--- src/rtl/i2c_tgt_pkg.sv ---
`timescale 1ns/1ps
package i2c_tgt_pkg;
    localparam int BYTE_W  = 8;
    localparam int DEVA_W  = 7;

    typedef enum logic [2:0] {
        PH_IDLE, PH_RX, PH_ACK_WAIT, PH_ACK, PH_TX, PH_MACK
    } phase_e;

    typedef enum logic [1:0] {
        BK_ADDR, BK_PTR, BK_DATA
    } kind_e;

    typedef struct packed {
        logic scl;
        logic sda;
    } line_s;
endpackage

--- src/rtl/i2c_tgt_cond.sv ---
`timescale 1ns/1ps
module i2c_tgt_cond
    import i2c_tgt_pkg::*;
(
    input  logic clk,
    input  logic rst_n,
    input  logic scl_i,
    input  logic sda_i,
    output logic scl_rise,
    output logic scl_fall,
    output logic start_ev,
    output logic stop_ev
);
    line_s hist_d, hist_q;

    always_comb begin
        hist_d.scl = scl_i;
        hist_d.sda = sda_i;
    end

    always_ff @(posedge clk or negedge rst_n) begin
        if (!rst_n) hist_q <= '{scl: 1'b1, sda: 1'b1};
        else        hist_q <= hist_d;
    end

    assign scl_rise = scl_i & ~hist_q.scl;
    assign scl_fall = ~scl_i & hist_q.scl;
    assign start_ev = scl_i & hist_q.scl & hist_q.sda & ~sda_i;
    assign stop_ev  = scl_i & hist_q.scl & ~hist_q.sda & sda_i;
endmodule

--- src/rtl/i2c_tgt_regwin.sv ---
`timescale 1ns/1ps
module i2c_tgt_regwin
    import i2c_tgt_pkg::*;
#(
    parameter int PTR_W     = 8,
    parameter int REG_COUNT = 6
) (
    input  logic [PTR_W-1:0]  ptr,
    input  logic [BYTE_W-1:0] raw,
    output logic              hit,
    output logic [BYTE_W-1:0] rd_byte
);
    localparam int SPAN = 1 << PTR_W;

    generate
        if (REG_COUNT >= SPAN) begin : g_full
            assign hit = 1'b1;
        end else begin : g_part
            assign hit = (int'(ptr) < REG_COUNT);
        end
    endgenerate

    assign rd_byte = hit ? raw : '0;
endmodule

--- src/rtl/i2c_tgt_port.sv ---
`timescale 1ns/1ps
module i2c_tgt_port
    import i2c_tgt_pkg::*;
#(
    parameter int PTR_W     = 8,
    parameter int REG_COUNT = 6
) (
    input  logic              clk,
    input  logic              rst_n,
    input  logic              scl_i,
    input  logic              sda_i,
    input  logic [DEVA_W-1:0] dev_addr,
    output logic              sda_pull,
    output logic              wr_en,
    output logic [PTR_W-1:0]  wr_addr,
    output logic [BYTE_W-1:0] wr_data,
    output logic [PTR_W-1:0]  rd_addr,
    input  logic [BYTE_W-1:0] rd_data
);
    localparam int CNT_W = $clog2(BYTE_W + 1);
    localparam logic [CNT_W-1:0] LAST_BIT = CNT_W'(BYTE_W - 1);
    localparam logic [CNT_W-1:0] ALL_BITS = CNT_W'(BYTE_W);

    typedef struct packed {
        phase_e              phase;
        kind_e               kind;
        logic [CNT_W-1:0]    cnt;
        logic [BYTE_W-1:0]   shreg;
        logic [PTR_W-1:0]    ptr;
        logic                pull;
        logic                rd_mode;
        logic                mack_ok;
        logic                wr_en;
        logic [PTR_W-1:0]    wr_addr;
        logic [BYTE_W-1:0]   wr_data;
    } ctl_s;

    ctl_s ctl_d, ctl_q;

    logic scl_rise, scl_fall, start_ev, stop_ev;
    logic hit;
    logic [BYTE_W-1:0] rd_byte;
    logic [BYTE_W-1:0] full;

    i2c_tgt_cond u_cond (
        .clk      (clk),
        .rst_n    (rst_n),
        .scl_i    (scl_i),
        .sda_i    (sda_i),
        .scl_rise (scl_rise),
        .scl_fall (scl_fall),
        .start_ev (start_ev),
        .stop_ev  (stop_ev)
    );

    i2c_tgt_regwin #(.PTR_W(PTR_W), .REG_COUNT(REG_COUNT)) u_win (
        .ptr     (ctl_q.ptr),
        .raw     (rd_data),
        .hit     (hit),
        .rd_byte (rd_byte)
    );

    assign full = {ctl_q.shreg[BYTE_W-2:0], sda_i};

    always_comb begin
        ctl_d       = ctl_q;
        ctl_d.wr_en = 1'b0;
        if (start_ev) begin
            ctl_d.phase   = PH_RX;
            ctl_d.kind    = BK_ADDR;
            ctl_d.cnt     = '0;
            ctl_d.pull    = 1'b0;
            ctl_d.rd_mode = 1'b0;
        end else if (stop_ev) begin
            ctl_d.phase = PH_IDLE;
            ctl_d.pull  = 1'b0;
        end else begin
            unique case (ctl_q.phase)
                PH_IDLE: ;
                PH_RX: if (scl_rise) begin
                    ctl_d.shreg = full;
                    ctl_d.cnt   = ctl_q.cnt + CNT_W'(1);
                    if (ctl_q.cnt == LAST_BIT) begin
                        ctl_d.phase = PH_ACK_WAIT;
                        unique case (ctl_q.kind)
                            BK_ADDR: begin
                                if (full[BYTE_W-1:1] == dev_addr) ctl_d.rd_mode = full[0];
                                else                              ctl_d.phase   = PH_IDLE;
                            end
                            BK_PTR: ctl_d.ptr = PTR_W'(full);
                            default: begin
                                if (hit) begin
                                    ctl_d.wr_en   = 1'b1;
                                    ctl_d.wr_addr = ctl_q.ptr;
                                    ctl_d.wr_data = full;
                                end
                                ctl_d.ptr = ctl_q.ptr + PTR_W'(1);
                            end
                        endcase
                    end
                end
                PH_ACK_WAIT: if (scl_fall) begin
                    ctl_d.pull  = 1'b1;
                    ctl_d.phase = PH_ACK;
                end
                PH_ACK: if (scl_fall) begin
                    ctl_d.cnt = '0;
                    if (ctl_q.kind == BK_ADDR && ctl_q.rd_mode) begin
                        ctl_d.shreg = rd_byte;
                        ctl_d.ptr   = ctl_q.ptr + PTR_W'(1);
                        ctl_d.pull  = ~rd_byte[BYTE_W-1];
                        ctl_d.phase = PH_TX;
                    end else begin
                        ctl_d.pull  = 1'b0;
                        ctl_d.phase = PH_RX;
                        ctl_d.kind  = (ctl_q.kind == BK_ADDR) ? BK_PTR : BK_DATA;
                    end
                end
                PH_TX: begin
                    if (scl_rise) ctl_d.cnt = ctl_q.cnt + CNT_W'(1);
                    if (scl_fall) begin
                        if (ctl_q.cnt == ALL_BITS) begin
                            ctl_d.pull  = 1'b0;
                            ctl_d.phase = PH_MACK;
                        end else begin
                            ctl_d.shreg = {ctl_q.shreg[BYTE_W-2:0], 1'b0};
                            ctl_d.pull  = ~ctl_q.shreg[BYTE_W-2];
                        end
                    end
                end
                PH_MACK: begin
                    if (scl_rise) ctl_d.mack_ok = ~sda_i;
                    if (scl_fall) begin
                        if (ctl_q.mack_ok) begin
                            ctl_d.cnt   = '0;
                            ctl_d.shreg = rd_byte;
                            ctl_d.ptr   = ctl_q.ptr + PTR_W'(1);
                            ctl_d.pull  = ~rd_byte[BYTE_W-1];
                            ctl_d.phase = PH_TX;
                        end else begin
                            ctl_d.phase = PH_IDLE;
                        end
                    end
                end
                default: ctl_d.phase = PH_IDLE;
            endcase
        end
    end

    always_ff @(posedge clk or negedge rst_n) begin
        if (!rst_n) ctl_q <= '0;
        else        ctl_q <= ctl_d;
    end

    assign sda_pull = ctl_q.pull;
    assign wr_en    = ctl_q.wr_en;
    assign wr_addr  = ctl_q.wr_addr;
    assign wr_data  = ctl_q.wr_data;
    assign rd_addr  = ctl_q.ptr;
endmodule

--- config.mk ---
export PLATFORM = sky130hd
export DESIGN_NAME = i2c_tgt_port
export DESIGN_NICKNAME = d
export VERILOG_FILES = /design/src/rtl/i2c_tgt_pkg.sv /design/src/rtl/i2c_tgt_cond.sv /design/src/rtl/i2c_tgt_regwin.sv /design/src/rtl/i2c_tgt_port.sv
export SDC_FILE = /design/constraint.sdc
export NUM_CORES = 1
export LEC_CHECK = 0
export ABC_AREA = 1
export BUFFER_PORTS_ARGS = -buffer_cell sky130_fd_sc_hd__buf_4
export CAP_MARGIN = 20
export CORE_MARGIN = 4
export CORE_UTILIZATION = 51
export DETAILED_ROUTE_END_ITERATION = 8
export PLACE_DENSITY = 0.81
export SLEW_MARGIN = 5
export SYNTH_ARGS = -nofsm -noshare
export SYNTH_HDL_FRONTEND = slang
export SYNTH_SLANG_ARGS = --single-unit
--- constraint.sdc ---
create_clock -name clk -period 1.4 [get_ports clk]
set_input_delay 0.28 -clock clk [delete_from_list [all_inputs] [get_ports clk]]
set_output_delay 0.28 -clock clk [all_outputs]
set_load 0.02 [all_outputs]
After elaboration in Yosys (flattened, before gate mapping)

Index checks and enable logic that the tools add are counted.

Flip-flop bits (word level): 47
Bits in latches: 0
Bits in writable memories: 0
Memory bits (read-only): 0
Bits of input ports: 19
Output and inout bits: 26
Word-level logic and storage cells: 141
Memories kept: 0

Add/subtract/negate cells: 2
Multiply operators: 0
Div/mod/pow operators: 0
$lt $le $gt $ge: 1
Equal/unequal tests: 34
Shift-type cells: 0
Multiplexer cells: 51
Bitwise gates (word level): 16
Reduce and logical (&&, ||, !) cells: 24

Operator list:

| cell                                          | count |
|---|---|
| 2-to-1 mux 17 bit                             | 6 |
| case mux 12 bit (4 select lines)              | 1 |
| 2-to-1 mux 21 bit                             | 2 |
| 2-to-1 mux 8 bit                              | 4 |
| inequality test 4 bit (second input constant) | 8 |
| 2-to-1 mux 3 bit                              | 9 |
| 2-to-1 mux 26 bit                             | 1 |
| case mux 8 bit (3 select lines)               | 1 |
| 2-to-1 mux 22 bit                             | 1 |
| inequality test 2 bit (second input constant) | 11 |
| 2-to-1 mux 20 bit                             | 1 |
| AND reduction 10 bit                          | 2 |
| 2-to-1 mux 19 bit                             | 1 |
| inequality test 3 bit (second input constant) | 6 |
| case mux 3 bit (6 select lines)               | 1 |
| 2-to-1 mux 16 bit                             | 1 |
| case mux 8 bit (2 select lines)               | 1 |
| AND reduction 7 bit                           | 2 |
| nonzero test 2 bit                            | 7 |
| 2-to-1 mux 1 bit                              | 12 |
| 2-to-1 mux 2 bit                              | 6 |
| AND reduction 6 bit                           | 2 |
| 2-to-1 mux 9 bit                              | 1 |
| inverter 1 bit                                | 9 |
| 23 further kinds                              | 32 |

Longest topological paths before layout

Word-level depth: 8
Gate-level depth with buffers: 12
Gate-level depth less buffers: 12

Modules after synthesis

From an unflattened synthesis, not the netlist that was laid out.

Cell total of the unflattened synthesis: 420
Area total of the unflattened synthesis: 2997.9 um2

By module, submodules not included:

| module         | instances | cells each | area each (um2) |
|---|---|---|---|
| i2c_tgt_port   | 1         | 384        | 2747.6 |
| i2c_tgt_regwin | 1         | 23         | 156.4 |
| i2c_tgt_cond   | 1         | 13         | 93.8 |

Worst setup path after synthesis

No wires, ideal clock.

Kind: reg2reg
Start point: register u_cond.hist_q[0] (netlist bit)
End point: register ctl_q[33] (netlist bit)
Library setup time: 127 ps
Arrival time: 1450 ps
Data required time: 1273 ps
Path slack: -177 ps
Cell stages (with the launch flop): 9
Buffers on the path: 1
Cells stage by stage: dfstp_2 -> inv_1 -> nand4_1 -> nand2_1 -> inv_2 -> nand2_2 -> nor3_4 -> buf_6 -> o21ai_0

Longest elaborated chain between the ends: 5
Elaborated cells on any way between the ends: 8

Ends and longest elaborated chain:

| element                            | RTL line            | text |
|---|---|---|
| from (decl)                        | i2c_tgt_cond.sv:14  | `line_s hist_d, hist_q;` |
| from (signal assigned)             | i2c_tgt_cond.sv:22  | `if (!rst_n) hist_q <= '{scl: 1'b1, sda: 1'b1};` |
| from (signal assigned)             | i2c_tgt_cond.sv:23  | `else hist_q <= hist_d;` |
| inverter 1 bit                     | i2c_tgt_cond.sv:29  | `assign stop_ev = scl_i & hist_q.scl & ~hist_q.sda & sda_i;` |
| bitwise AND 1 bit (2 in series)    | i2c_tgt_cond.sv:29  |  |
| inverter 1 bit (no line)           | -                   |  |
| AND reduction 10 bit (no line) (*) | -                   |  |
| to (signal assigned)               | i2c_tgt_port.sv:152 | `else ctl_q <= ctl_d;` |
| to (decl)                          | i2c_tgt_port.sv:38  | `ctl_s ctl_d, ctl_q;` |

Mark *: on every way between the ends. The rest lies on a longest branch, timed or not.
A chain may end at the register's enable or synchronous reset.

Worst setup path in the final report

Start point: register u_cond.hist_q[1] (netlist bit)
End point: register ctl_q[31] (netlist bit)

Longest elaborated chain between the ends: 5
Elaborated cells on any way between the ends: 15

Ends and longest elaborated chain:

| element                                                   | RTL line |
|---|---|
| bitwise AND 1 bit                                         | i2c_tgt_cond.sv:28, i2c_tgt_cond.sv:29 |
| bitwise AND 1 bit, on equally long branches (2 in series) | i2c_tgt_cond.sv:29, i2c_tgt_cond.sv:28 |
| inverter 1 bit (no line)                                  | - |
| AND reduction 10 bit (no line) (*)                        | - |

Marks and branches as above.

==> summary.md <==
| Metric | Value |
|---|---|
| Gr ovfl total | `0` |
| Final #Nets | `514` |
| Setup Skew | `0.01113 ns` |
| CP Data Arrival Time | `1.84 ns` |
| Row cnt | `27` |
| DR WL/cell | `15.36 um` |
| Reg area | `1157 um2` |
| NetSw | `2.269 mW` |
| Yosys reg bits | `46` |
| HPWL after detailed placement | `5743 um` |
| Layout Utilization | `73.37%` |
| Period utilization | `114.9%` |
| Slew Limit Fails | `0` |
| H-Tree Depth | `2` |
| Syn Area/Cell | `7.205 um2` |
| Logic pwr share | `49.0%` |
| Core area | `5473 um2` |
| TritonCTS clock tree | `yes` |
| Final worst slack | `-0.2082 ns` |
| Num CTS Buffers | `5` |
| Layout cells sized above 1 | `42.39%` |
| Initial DRC count | `199` |
| Critical path class | `flop to flop` |
| Drt first pass iters | `5` |
| Commonest non-fill, non-tap cell in the layout | `buf_4` |
| Sequential fraction of the synthesis area | `40.33%` |
| Share of the synthesized area in the top cell type | `38.50%` |
| Hold crit path type | `input port to flop` |
| FMAX | `0.6218 GHz` |
| Kind of end point of the critical path | `flop` |
| Synthesized Nets | `419` |
| Crit Reg-Reg Startpoint | `u_cond.hist_q[1]$_DFF_PN1_` |
| Cell area after layout | `4015 um2` |
| Area Overhead vs Synth | `40.38%` |
| First-pass GRT wire length | `14040 um` |
| Antenna-violating nets left | `0` |
| Violated checks | `setup timing` |
| Run status | `finished, violations left` |
| Vias in the first global route | `3008` |
| WL final | `8677 um` |
| Commonest non-fill, non-tap cells in the layout | `106 x buf_4, 100 x nand2_1, 41 x dfrtp_1` |
| Min-Delay Startpoint | `sda_i` |
| Slew @ Worst Pin | `0.6047 ns` |
| Worst skew pair latency | `0.31 ns` |
| Ys Warns | `0` |
| Initial Utilization | `52.26%` |
| RSZ-0062 raised after global routing | `yes` |
| PwrDens | `1348 nW/um2` |
| Setup crit start | `u_cond.hist_q[1]$_DFF_PN1_` |
| DR DRC count | `0` |
| Synth cell types | `32` |
| PortBufs | `44` |
| Chip height | `82.89 um` |
| Clk sink count | `46` |
| Dpl ws | `-0.2323 ns` |
| DR vias | `3023` |
| Leak | `2.047 nW` |
| Placed cell area | `3528 um2` |
| Sw frac | `41.92%` |
| Gpl congestion | `0.8957` |
| Synthesized area | `2860 um2` |
| Clock Power Share | `16.4%` |
| Pin count of the biggest net entering global routing | `47` |
| Die area | `6871 um2` |
| CTS max path bufs | `2` |
| Root Buffer | `clkbuf_8` |
| Rel. slew slack | `59.69%` |
| Final Hold Slack | `0.2111 ns` |
| Worst path required time | `1.63 ns` |
| Fill count | `409` |
| Internal power | `3.144 mW` |
| Critical Path Fanout Max | `7` |
| Final Hold Fails | `0` |
| Final min period | `1.608 ns` |
| Area of the multi-input gates | `1549 um2` |
| Antenna fix cells | `0` |
| Max Cap Violations | `0` |
| Post-synth top area cell | `dfrtp_1` |
| Reg power frac | `34.7%` |
| Total Routing Usage GR | `24.52%` |
| DR vias/cell | `5.350` |
| Setup violations, final | `43` |
| Die W | `82.89 um` |
| CTS clk-pin slew, worst paths | `0.09 ns` |
| Post-synthesis cell count | `397` |
| VDD IR max | `0.8835 mV` |
| Setup crit start kind | `flop` |
| Top post-synthesis cells by area | `dfrtp_1 38%, nand2_1 15%, o21ai_0 7.9%` |
| Antenna violations before repair | `0` |
| IO Pins | `45` |
==> what timing repair did <==
action                                 CTS  global route
endpoints found under the hold margin   44             0
pin swaps                               14            23
hold buffers                             1             0
buffers inserted                        11             9
gates resized for setup                 31            57
setup endpoints to repair               43            43
gates cloned                             2             0
==> final timing paths <==
| path | endpoint | slack, ns | cells past startpoint |
|---|---|---|---|
| worst min-delay path | u_cond.hist_q[0]$_DFF_PN1_ | 0.21 | 2 |
| worst min register to register | wr_addr[1]$_DFFE_PN0P_ | 0.50 | 2 |
| worst max-delay path | ctl_q[31]$_DFFE_PN0P_ | -0.21 | 7 |
| min in group asynchronous | ctl_q[42]$_DFFE_PN0P_ | 0.50 | 2 |
| max in group asynchronous | ctl_q[37]$_DFFE_PN0P_ | 0.47 | 2 |
| worst max register to register | ctl_q[31]$_DFFE_PN0P_ | -0.21 | 7 |
==> metal layers <==
layer | GRT usage [%] | part of all wire, %
met1 | 30.72 | 40
met2 | 42.57 | 51
met3 | 4.464 | 6.1
met4 | 8.024 | 2.4
met5 | 0 | 0
==> cell families (layout without fill, tap and decap cells) <==
logic type	after synthesis	in the layout	share of synthesized area (%)
AND/OR/NAND/NOR	207	208	32.28
buffers and inverters	79	174	14.00
AO/OA/AOI/OAI	59	59	11.15
flip-flops	46	46	40.33
adder cells (fa/ha/maj)	3	3	1.312
XOR/XNOR	3	3	0.9188
==> registers in the layout, indices dropped and copies added, names as in the netlist <==
| register | count |
|---|---|
| rd_addr | 8 |
| u_cond.hist_q | 2 |
| wr_en | 1 |
| ctl_q | 18 |
| wr_data | 8 |
| wr_addr | 8 |
| sda_pull | 1 |
==> power by group through the flow <==
stage	clock, mW	combinational (mW)	sequential (mW)
floorplan	0	1.42	1.86
finish	0.886	2.65	1.88
global placement	0	2.23	1.86
CTS	0.896	2.41	1.85
global route	0.942	2.89	1.91
detailed placement	0	2.30	1.88
==> Yosys cell counts <==
cell and instances:
dfstp_2 2, o21ai_1 3, or2_2 1, a21oi_2 1
nand2_4 3, nand3_2 1, xor2_1 1, nand4_1 6
xnor2_1 2, nor2_1 29, nand4_2 1, o21ai_2 4
inv_1 40, nor3_4 1, o211ai_1 1, nor2_4 1
clkbuf_1 2, buf_2 2, ha_1 3, a21oi_1 4
inv_2 8, nor3_1 1, nand2_1 117, dfrtp_1 44
nand2_2 7, nand3_1 36, buf_4 25, buf_6 1
nor2_2 3, o21bai_1 1, clkinv_1 1, o21ai_0 45
==> final cells by class <==
type	instances	share of cell area, %
repair buffers	117	23.09
multi-input cells	273	38.58
flip-flops and latches	46	28.83
clock buffers	5	1.714
inverters	49	4.955
well taps	72	2.244
clock inverters	3	0.5921
==> worst max-delay path, cell delays in order (launching register included) <==
cell     delay (ns)
dfstp_2        0.62
nand2_2        0.14
o21ai_2        0.15
nand3_2        0.11
nor3_4         0.23
buf_6          0.17
nand2_1        0.05
o21ai_1        0.07
==> stage by stage <==
step	std cells	power (mW)	setup TNS (ns)
detailed placement	537	4.175	-5.727
floorplan	397	3.282	-0.6080
global route	565	5.736	-10.21
finish	565	5.413	-5.810
global placement	537	4.094	-4.208
CTS	559	5.161	-4.774
Power figures use the tool's default switching activity.
